===== config.mk =====
export PLATFORM = sky130hd
export DESIGN_NAME = slspwm_gen
export DESIGN_NICKNAME = d
export VERILOG_FILES = /design/src/rtl/slspwm_pkg.sv /design/src/rtl/slspwm_timebase.sv /design/src/rtl/slspwm_reference.sv /design/src/rtl/slspwm_compare.sv /design/src/rtl/slspwm_gate_decode.sv /design/src/rtl/slspwm_gen.sv
export SDC_FILE = /design/constraint.sdc
export NUM_CORES = 1
export LEC_CHECK = 0
export ABC_AREA = 1
export BUFFER_PORTS_ARGS = -buffer_cell sky130_fd_sc_hd__buf_2
export CAP_MARGIN = 20
export CORE_UTILIZATION = 45
export DETAILED_ROUTE_END_ITERATION = 7
export PLACE_DENSITY = 0.67
export SETUP_SLACK_MARGIN = 0.02
export SLEW_MARGIN = 15
export SYNTH_ARGS = -nofsm -noshare
export SYNTH_HDL_FRONTEND = slang
export SYNTH_HIERARCHICAL = 1
export SYNTH_SLANG_ARGS = --single-unit

===== constraint.sdc =====
create_clock -name clk -period 26.1 [get_ports clk]
set_input_delay 1.305 -clock clk [delete_from_list [all_inputs] [get_ports clk]]
set_output_delay 1.305 -clock clk [all_outputs]
set_load 0.05 [all_outputs]

===== src/rtl/slspwm_pkg.sv =====
// Shared types and constants for the level-shifted PWM generator.
// Assumes a 1024-step reference cycle built from a 256-entry quarter table.
package slspwm_pkg;

    typedef enum logic [1:0] {
        DISP_SAME = 2'b00,   // all bands in phase
        DISP_SPLT = 2'b01,   // bands below zero inverted
        DISP_ALT  = 2'b10,   // odd bands inverted
        DISP_RSVD = 2'b11    // treated as DISP_SAME
    } disp_mode_e;

    localparam int IDX_W  = 10;
    localparam int ROM_N  = 256;
    localparam int SIN_FS = 32767;

    // Quarter-wave sample at half-step offset, rational sine approximation.
    function automatic logic signed [15:0] quarter_sine(input int a);
        longint u, prod, den, val;
        u    = longint'(2 * a + 1);
        prod = u * (longint'(1024) - u);
        den  = longint'(5 * 1048576) - 4 * prod;
        val  = (longint'(SIN_FS) * 16 * prod) / den;
        return 16'(val);
    endfunction

endpackage


===== src/rtl/slspwm_timebase.sv =====
// Carrier ramp, reference phase index and mode latch.
// Assumes ratio*2*CAR_STEPS >= 256 so the index advances at most 4 per step.
module slspwm_timebase
    import slspwm_pkg::*;
#(
    parameter int CAR_STEPS = 16,
    parameter int DIV_W     = 16,
    parameter int RAT_W     = 8,
    localparam int RAMP_W   = $clog2(CAR_STEPS + 1),
    localparam int PER_W    = RAT_W + $clog2(2 * CAR_STEPS) + 1,
    localparam int ERR_W    = ((PER_W > 11) ? PER_W : 11) + 1,
    localparam int MAX_ADV  = 4
) (
    input  logic              clk,
    input  logic              rst_n,
    input  logic              en,
    input  logic [1:0]        mode_in,
    input  logic [DIV_W-1:0]  step_div,
    input  logic [RAT_W-1:0]  ratio,
    output logic [RAMP_W-1:0] ramp,
    output logic [IDX_W-1:0]  ref_idx,
    output disp_mode_e        mode_act
);

    logic [DIV_W-1:0]  div_q;
    logic              tick;
    logic              dir_up;
    logic [RAMP_W-1:0] ramp_q;
    logic [ERR_W-1:0]  err_q, err_sum;
    logic [IDX_W-1:0]  idx_q, idx_nxt;
    logic [2:0]        adv;
    logic [PER_W-1:0]  period;
    logic              half_flip;
    disp_mode_e        mode_q;

    assign tick   = (div_q == step_div);
    assign period = PER_W'(ratio) * PER_W'(2 * CAR_STEPS);

    // Clock prescaler producing one carrier-step tick.
    always_ff @(posedge clk) begin
        if (!rst_n || !en)  div_q <= '0;
        else if (tick)      div_q <= '0;
        else                div_q <= div_q + 1'b1;
    end

    // Triangular ramp 0..CAR_STEPS..0 shared by every band.
    always_ff @(posedge clk) begin
        if (!rst_n || !en) begin
            ramp_q <= '0;
            dir_up <= 1'b1;
        end else if (tick) begin
            if (dir_up) begin
                if (ramp_q == RAMP_W'(CAR_STEPS - 1)) dir_up <= 1'b0;
                ramp_q <= ramp_q + 1'b1;
            end else begin
                if (ramp_q == RAMP_W'(1)) dir_up <= 1'b1;
                ramp_q <= ramp_q - 1'b1;
            end
        end
    end

    // Exact fractional stepping: 1024 index units per P carrier steps.
    always_comb begin
        err_sum = err_q + ERR_W'(1024);
        adv     = '0;
        for (int i = 0; i < MAX_ADV; i++) begin
            if (err_sum >= ERR_W'(period)) begin
                err_sum = err_sum - ERR_W'(period);
                adv     = adv + 1'b1;
            end
        end
        idx_nxt = idx_q + IDX_W'(adv);
    end

    assign half_flip = idx_nxt[IDX_W-1] ^ idx_q[IDX_W-1];

    // Phase index and remainder registers.
    always_ff @(posedge clk) begin
        if (!rst_n || !en) begin
            err_q <= '0;
            idx_q <= '0;
        end else if (tick) begin
            err_q <= err_sum;
            idx_q <= idx_nxt;
        end
    end

    // Mode latch: follows input while idle, else only at half-cycle crossings.
    always_ff @(posedge clk) begin
        if (!rst_n)                  mode_q <= DISP_SAME;
        else if (!en)                mode_q <= disp_mode_e'(mode_in);
        else if (tick && half_flip)  mode_q <= disp_mode_e'(mode_in);
    end

    assign ramp     = ramp_q;
    assign ref_idx  = idx_q;
    assign mode_act = mode_q;


    mode_hold_chk: assert property (@(posedge clk) disable iff (!rst_n)
        (en && !(tick && half_flip)) |=> $stable(mode_q));


    ramp_step_chk: assert property (@(posedge clk) disable iff (!rst_n)
        (en && tick) |=> ((ramp_q == $past(ramp_q) + 1'b1) || (ramp_q == $past(ramp_q) - 1'b1)));

endmodule


===== src/rtl/slspwm_reference.sv =====
// Scaled sine reference: quarter table, quadrant mirroring, Q1.15 multiply, clamp.
// Assumes LIMIT fits in CMP_W-1 magnitude bits.
module slspwm_reference
    import slspwm_pkg::*;
#(
    parameter int CMP_W = 18,
    parameter int LIMIT = 32768
) (
    input  logic [IDX_W-1:0]        ref_idx,
    input  logic signed [15:0]      mi_scale,
    output logic signed [CMP_W-1:0] ref_val
);

    logic signed [15:0] rom [ROM_N];
    logic [7:0]         addr;
    logic signed [32:0] samp_x, mi_x, prod, scaled;

    // Table contents computed at elaboration.
    for (genvar g = 0; g < ROM_N; g++) begin : g_rom
        assign rom[g] = quarter_sine(g);
    end

    // Quadrant mirroring, scaling and clamping of the reference.
    always_comb begin
        addr   = ref_idx[8] ? ~ref_idx[7:0] : ref_idx[7:0];
        samp_x = 33'(rom[addr]);
        if (ref_idx[9]) samp_x = -samp_x;
        mi_x   = 33'(mi_scale);
        prod   = samp_x * mi_x;
        scaled = prod >>> 15;
        if (scaled > 33'(LIMIT))        ref_val = CMP_W'(LIMIT);
        else if (scaled < -33'(LIMIT))  ref_val = -CMP_W'(LIMIT);
        else                            ref_val = CMP_W'(scaled);
    end

endmodule


===== src/rtl/slspwm_compare.sv =====
// Stacked carrier bands built from one ramp, compared against the reference.
// Assumes LEVELS is odd and at least 3.
module slspwm_compare
    import slspwm_pkg::*;
#(
    parameter int LEVELS    = 5,
    parameter int CAR_STEPS = 16,
    parameter int CMP_W     = 18,
    localparam int NB       = LEVELS - 1,
    localparam int HALF     = NB / 2,
    localparam int STEP     = 65536 / (NB * CAR_STEPS),
    localparam int BAND     = STEP * CAR_STEPS,
    localparam int RAMP_W   = $clog2(CAR_STEPS + 1),
    localparam int CNT_W    = $clog2(NB + 1),
    localparam int LVL_W    = CNT_W + 1
) (
    input  logic signed [CMP_W-1:0] ref_val,
    input  logic [RAMP_W-1:0]       ramp,
    input  disp_mode_e              mode_act,
    output logic signed [LVL_W-1:0] level
);

    logic [NB-1:0]    above;
    logic [CNT_W-1:0] cnt;

    for (genvar k = 0; k < NB; k++) begin : g_band
        localparam int BASE = (k - HALF) * BAND;
        logic                    inv;
        logic [RAMP_W-1:0]       pos;
        logic signed [CMP_W-1:0] car;

        // Band phase selection by disposition mode.
        always_comb begin
            case (mode_act)
                DISP_SPLT: inv = 1'((k < HALF) ? 1 : 0);
                DISP_ALT:  inv = 1'(k % 2);
                default:   inv = 1'b0;
            endcase
        end

        assign pos      = inv ? (RAMP_W'(CAR_STEPS) - ramp) : ramp;
        assign car      = CMP_W'(BASE + int'(pos) * STEP);
        assign above[k] = (ref_val > car);
    end

    // Count of bands under the reference, centred to a signed level.
    always_comb begin
        cnt = '0;
        for (int k = 0; k < NB; k++) cnt = cnt + CNT_W'(above[k]);
        level = LVL_W'(cnt) - LVL_W'(HALF);
    end

endmodule


===== src/rtl/slspwm_gate_decode.sv =====
// Registers the gate pattern: polarity pairs from the level sign, one-hot magnitude.
// Assumes level lies within -HALF..HALF.
module slspwm_gate_decode #(
    parameter int LEVELS  = 5,
    localparam int HALF   = (LEVELS - 1) / 2,
    localparam int LVL_W  = $clog2(LEVELS) + 1
) (
    input  logic                    clk,
    input  logic                    rst_n,
    input  logic                    en,
    input  logic signed [LVL_W-1:0] level,
    output logic [1:0]              gate_pos,
    output logic [1:0]              gate_neg,
    output logic [HALF:0]           gate_lvl
);

    logic             pol_q, pol_nxt;
    logic [LVL_W-1:0] mag;
    logic [HALF:0]    lvl_nxt;

    // Polarity choice and one-hot magnitude for the next pattern.
    always_comb begin
        if (level > 0)       pol_nxt = 1'b1;
        else if (level < 0)  pol_nxt = 1'b0;
        else                 pol_nxt = pol_q;
        mag = (level < 0) ? LVL_W'(-level) : LVL_W'(level);
        for (int i = 0; i <= HALF; i++) lvl_nxt[i] = (mag == LVL_W'(i));
    end

    // Gate output and polarity registers; all off while idle.
    always_ff @(posedge clk) begin
        if (!rst_n || !en) begin
            pol_q    <= 1'b1;
            gate_pos <= '0;
            gate_neg <= '0;
            gate_lvl <= '0;
        end else begin
            pol_q    <= pol_nxt;
            gate_pos <= {2{pol_nxt}};
            gate_neg <= {2{~pol_nxt}};
            gate_lvl <= lvl_nxt;
        end
    end


    off_zero_chk: assert property (@(posedge clk) disable iff (!rst_n)
        !en |=> (gate_pos == 2'b00 && gate_neg == 2'b00 && gate_lvl == '0));


    lvl_onehot_chk: assert property (@(posedge clk) disable iff (!rst_n)
        en |=> $onehot(gate_lvl));


    pol_compl_chk: assert property (@(posedge clk) disable iff (!rst_n)
        en |=> (gate_pos == ~gate_neg));


    pol_hold_chk: assert property (@(posedge clk) disable iff (!rst_n)
        (en && level == 0 && gate_pos == 2'b11) |=> (gate_pos == 2'b11));

endmodule


===== src/rtl/slspwm_gen.sv =====
// Top: level-shifted multicarrier sine PWM gate generator.
// Assumes odd LEVELS >= 3, CAR_STEPS >= 2 and ratio >= 8 at run time.
module slspwm_gen
    import slspwm_pkg::*;
#(
    parameter int LEVELS    = 5,
    parameter int CAR_STEPS = 16,
    parameter int DIV_W     = 16,
    parameter int RAT_W     = 8,
    localparam int NB       = LEVELS - 1,
    localparam int HALF     = NB / 2,
    localparam int STEP     = 65536 / (NB * CAR_STEPS),
    localparam int LIMIT    = HALF * STEP * CAR_STEPS,
    localparam int CMP_W    = 18,
    localparam int RAMP_W   = $clog2(CAR_STEPS + 1),
    localparam int LVL_W    = $clog2(NB + 1) + 1
) (
    input  logic              clk,
    input  logic              rst_n,
    input  logic              en,
    input  logic [1:0]        mode,
    input  logic [15:0]       mi_scale,
    input  logic [DIV_W-1:0]  step_div,
    input  logic [RAT_W-1:0]  ratio,
    output logic [1:0]        gate_pos,
    output logic [1:0]        gate_neg,
    output logic [HALF:0]     gate_lvl
);

    logic [RAMP_W-1:0]       ramp;
    logic [IDX_W-1:0]        ref_idx;
    disp_mode_e              mode_act;
    logic signed [CMP_W-1:0] ref_val;
    logic signed [LVL_W-1:0] level;

    slspwm_timebase #(
        .CAR_STEPS (CAR_STEPS),
        .DIV_W     (DIV_W),
        .RAT_W     (RAT_W)
    ) u_tb (
        .clk      (clk),
        .rst_n    (rst_n),
        .en       (en),
        .mode_in  (mode),
        .step_div (step_div),
        .ratio    (ratio),
        .ramp     (ramp),
        .ref_idx  (ref_idx),
        .mode_act (mode_act)
    );

    slspwm_reference #(
        .CMP_W (CMP_W),
        .LIMIT (LIMIT)
    ) u_ref (
        .ref_idx  (ref_idx),
        .mi_scale (mi_scale),
        .ref_val  (ref_val)
    );

    slspwm_compare #(
        .LEVELS    (LEVELS),
        .CAR_STEPS (CAR_STEPS),
        .CMP_W     (CMP_W)
    ) u_cmp (
        .ref_val  (ref_val),
        .ramp     (ramp),
        .mode_act (mode_act),
        .level    (level)
    );

    slspwm_gate_decode #(
        .LEVELS (LEVELS)
    ) u_dec (
        .clk      (clk),
        .rst_n    (rst_n),
        .en       (en),
        .level    (level),
        .gate_pos (gate_pos),
        .gate_neg (gate_neg),
        .gate_lvl (gate_lvl)
    );

endmodule


==> impl_metrics.py <==
metrics = {
    "outcome": {
        "status": "finished, final reports clean",
    },
    "placement": {
        "gp_congestion": 1.05,
        "place_area_sq_um": 23300,
        "place_ws_ns": 11.52,
        "numPortBuffers": 51,
        "dp_hpwl_um": 59300,
        "dpl.cell_count": 4080,
    },
    "finish": {
        "fillers": 5197,
        "fin_area_sq_um": 23400,
        "area_growth_pct": 2.95,
        "layout.nets": 3976,
        "drive_gt1_share_pct": 5.17,
        "fin_cells": 4088,
    },
    "synth": {
        "synth-edff-count": 0,
        "synth_nets": 4017,
        "post-synth-top-area-cell": "fa_1",
        "synth_top_area_share_pct": 28.5,
        "ys_top_cells_by_count": "nand2_1, inv_1, nor2_1",
        "ys_top_cells_by_area": "fa_1, nand2_1, inv_1",
        "async_reset_ff_share_pct": 0,
        "syn_area_per_cell_sq_um": 6.56,
        "ys_ff_latch": 50,
        "yosysWarningCount": 6,
        "synth_cell_types": 59,
        "synthCells": 3464,
        "yosys_most_used_dff": "dfxtp_1",
        "netlist_area_sq_um": 22700,
        "yosysSeqAreaShare_pct": 4.40,
        "synth.most_common_cell": "nand2_1",
    },
    "floorplan": {
        "initial_utilization_pct": 46.0,
        "core-area_sq_um": 49400,
        "die_x_um": 227,
        "die-height_um": 227,
        "fp.dieArea_sq_um": 51400,
        "rows": 81,
        "io_pins": 52,
    },
    "timing": {
        "slew_headroom_pct": 29.4,
        "rsz0062_at_grt": "no",
        "finalWorstSetupSlack_ns": 11.14,
        "max_freq_ghz": 0.0669,
        "setup_viol": 0,
        "tns_ns": 0,
        "slew_viol_final": 0,
        "fin_worst_skew_ns": 0.00541,
        "hold_viol": 0,
        "period_needed_ns": 14.96,
        "worst_pin_slew_ns": 1.06,
        "finalCritPeriodShare_pct": 57.3,
    },
    "drt": {
        "num_vias": 22100,
        "antenna_left": 0,
        "detail_route.first_pass.iterations": 7,
        "viasPerCell": 5.40,
        "wl_per_cell_um": 18.0,
        "routed_wl_um": 73500,
        "drtIter0Drc": 2300,
        "drcViolationCount": 0,
    },
    "grt": {
        "antenna_found_initial": 2,
        "overflow": 0,
        "gr-usage-all-layers_pct": 29.6,
        "grt_pass1_wl_um": 118000,
        "grt_max_degree": 57,
        "first_global_vias": 21500,
    },
    "job": {
        "maxCapViolations": 0,
    },
    "setup_path": {
        "rr_worst_depth": 70,
        "r2r_start": "u_tb/ref_idx[8]$_SDFFE_PP0P_",
        "cp.required_ns": 26.29,
        "crit_type": "flip-flop to flip-flop",
        "cp-start-kind": "flip-flop",
        "cp_data_arrival_time_ns": 15.15,
        "cp-end-kind": "flip-flop",
        "endpoint": "u_dec/gate_neg[0]$_SDFF_PP0_",
        "r2r_setup_slack_ns": 11.14,
        "crit_path_max_incr_delay_ns": 0.83,
        "critPathLaunch": "u_tb/ref_idx[8]$_SDFFE_PP0P_",
        "critical_path.max_fanout": 23,
        "crit_path_top_delay_cell": "nand2_1",
        "r2r_end": "u_dec/gate_neg[0]$_SDFF_PP0_",
        "critPathMostFrequentCell": "nand2_1",
    },
    "power": {
        "p_per_area_nw_per_um2": 27.1,
        "ir_drop_mv": 0.0362,
        "pwr-share-seq_pct": 12.4,
        "p_clk_share_pct": 9.8,
        "swShare_pct": 55.0,
        "p_int_uw": 286,
        "switching_power_uw": 349,
        "p_comb_share_pct": 77.9,
        "leakage_uw": 0.0126,
        "p_total_uw": 635,
    },
    "clock_tree": {
        "htree_levels": 2,
        "insertion_delay_ns": 0.29,
        "cts_sinks": 50,
        "clock_path_buffers": 2,
        "cts_root_buffer": "clkbuf_16",
        "ctsResizeCount": 0,
        "cts_tree": "done",
        "cts_made_buffers": 5,
        "holdBufCountCts": 0,
        "clkTransAtPathRegs_ns": 0.06,
        "postCtsSetupBuffers": 0,
    },
    "min_path": {
        "worstHoldStart": "u_tb/div_q[0]$_SDFF_PP0_",
        "hp-class": "flip-flop to flip-flop",
    },
}
## sequential cells by signal (all words and copies together) (netlist names)
register        flops
u_dec/gate_neg      1
u_tb/mode_act       2
u_tb/ramp           5
u_tb/div_q         16
u_dec/gate_lvl      3
u_tb/ref_idx       10
u_tb/dir_up         1
u_tb/err_q         10
u_dec/gate_pos      1
u_dec/pol_q         1
## cells in the final DEF (no fill, tap or decap), types with 6 or more instances in the layout
cell type and count:
xnor2_1 31, buf_2 51, nand3b_1 7, xor2_1 36
or2_2 11, nor2_1 340, fa_1 323, dfxtp_1 49
nor2_4 6, inv_2 13, nand2_1 857, inv_1 728
o21ai_1 14, ha_1 185, clkinv_1 6, buf_4 9
a31oi_1 11, o21ai_0 90, nor3_1 28, nand3_2 7
nor2_2 11, o21a_1 10, nor4_1 8, nand2_2 39
nand3_1 314, nand4_1 29, o211ai_1 7, a21oi_1 137
## routing by layer
layer	GRT usage (%)	part of all wire, %	up-vias
li1	-	-	10500
met1	43.0	44	10300
met2	43.1	42	1130
met3	6.85	11	160
met4	8.57	3.0	4
met5	0	0.030	-
## power by group through the flow
stage / clock [uW] / combinational, uW / sequential [uW]
after floorplan: 0 / 368 / 83.7
after global placement: 0 / 487 / 80.3
after detailed placement: 0 / 485 / 80.1
after CTS: 64.7 / 490 / 78.5
after global routing: 68.3 / 564 / 78.6
final: 62.0 / 494 / 78.6
## critical path, delay by kind of cell (launching register included)
family                     cells  cell delay (ns)
adders and majority gates     14             5.28
buffers and inverters         14             1.44
DFF                            1             0.69
AOI/OAI and AO/OA              7             2.14
and+or+nand+nor               35             5.28
## kinds of logic (layout without fill, tap and decap cells)
group / count (synthesis) / in the layout / synth area share, %
other: 0 / 1 / 0
AO/OA/AOI/OAI: 305 / 305 / 7.52
XOR/XNOR: 68 / 68 / 2.65
AND/OR/NAND/NOR: 1677 / 1677 / 31.7
adder cells (fa/ha/maj): 508 / 508 / 38.6
buffers and inverters: 856 / 815 / 15.1
flip-flops: 50 / 50 / 4.40
## worst min-delay path by stage
stage                                          end  slack, ns  depth (start not counted)
after floorplan           u_tb/div_q[0]$_SDFF_PP0_       0.42                          1
after global routing      u_tb/div_q[0]$_SDFF_PP0_       0.48                          1
after detailed placement  u_tb/div_q[0]$_SDFF_PP0_       0.44                          1
final                     u_tb/div_q[0]$_SDFF_PP0_       0.45                          1
after CTS                 u_tb/div_q[0]$_SDFF_PP0_       0.45                          1
after global placement    u_tb/div_q[0]$_SDFF_PP0_       0.44                          1
## through the flow
stage / util [%] / hold WS [ns]
after floorplan: - / 0.417
after global placement: 47.1 / 0.440
after detailed placement: 47.1 / 0.436
after CTS: 47.4 / 0.449
after global routing: 47.4 / 0.477
final: 47.4 / 0.448
## cell type report
class / instances / area [sq um] / area share, %
well taps: 664 / 831 / 3.55
inverters: 748 / 2810 / 12.0
clock inverters: 2 / 10.0 / 0.0428
repair buffers: 60 / 323 / 1.38
multi-input cells: 2558 / 18300 / 78.2
flip-flops and latches: 50 / 1000 / 4.28
clock buffers: 5 / 125 / 0.535
diodes: 1 / 2.50 / 0.0107
Power figures use the tool's default switching activity.
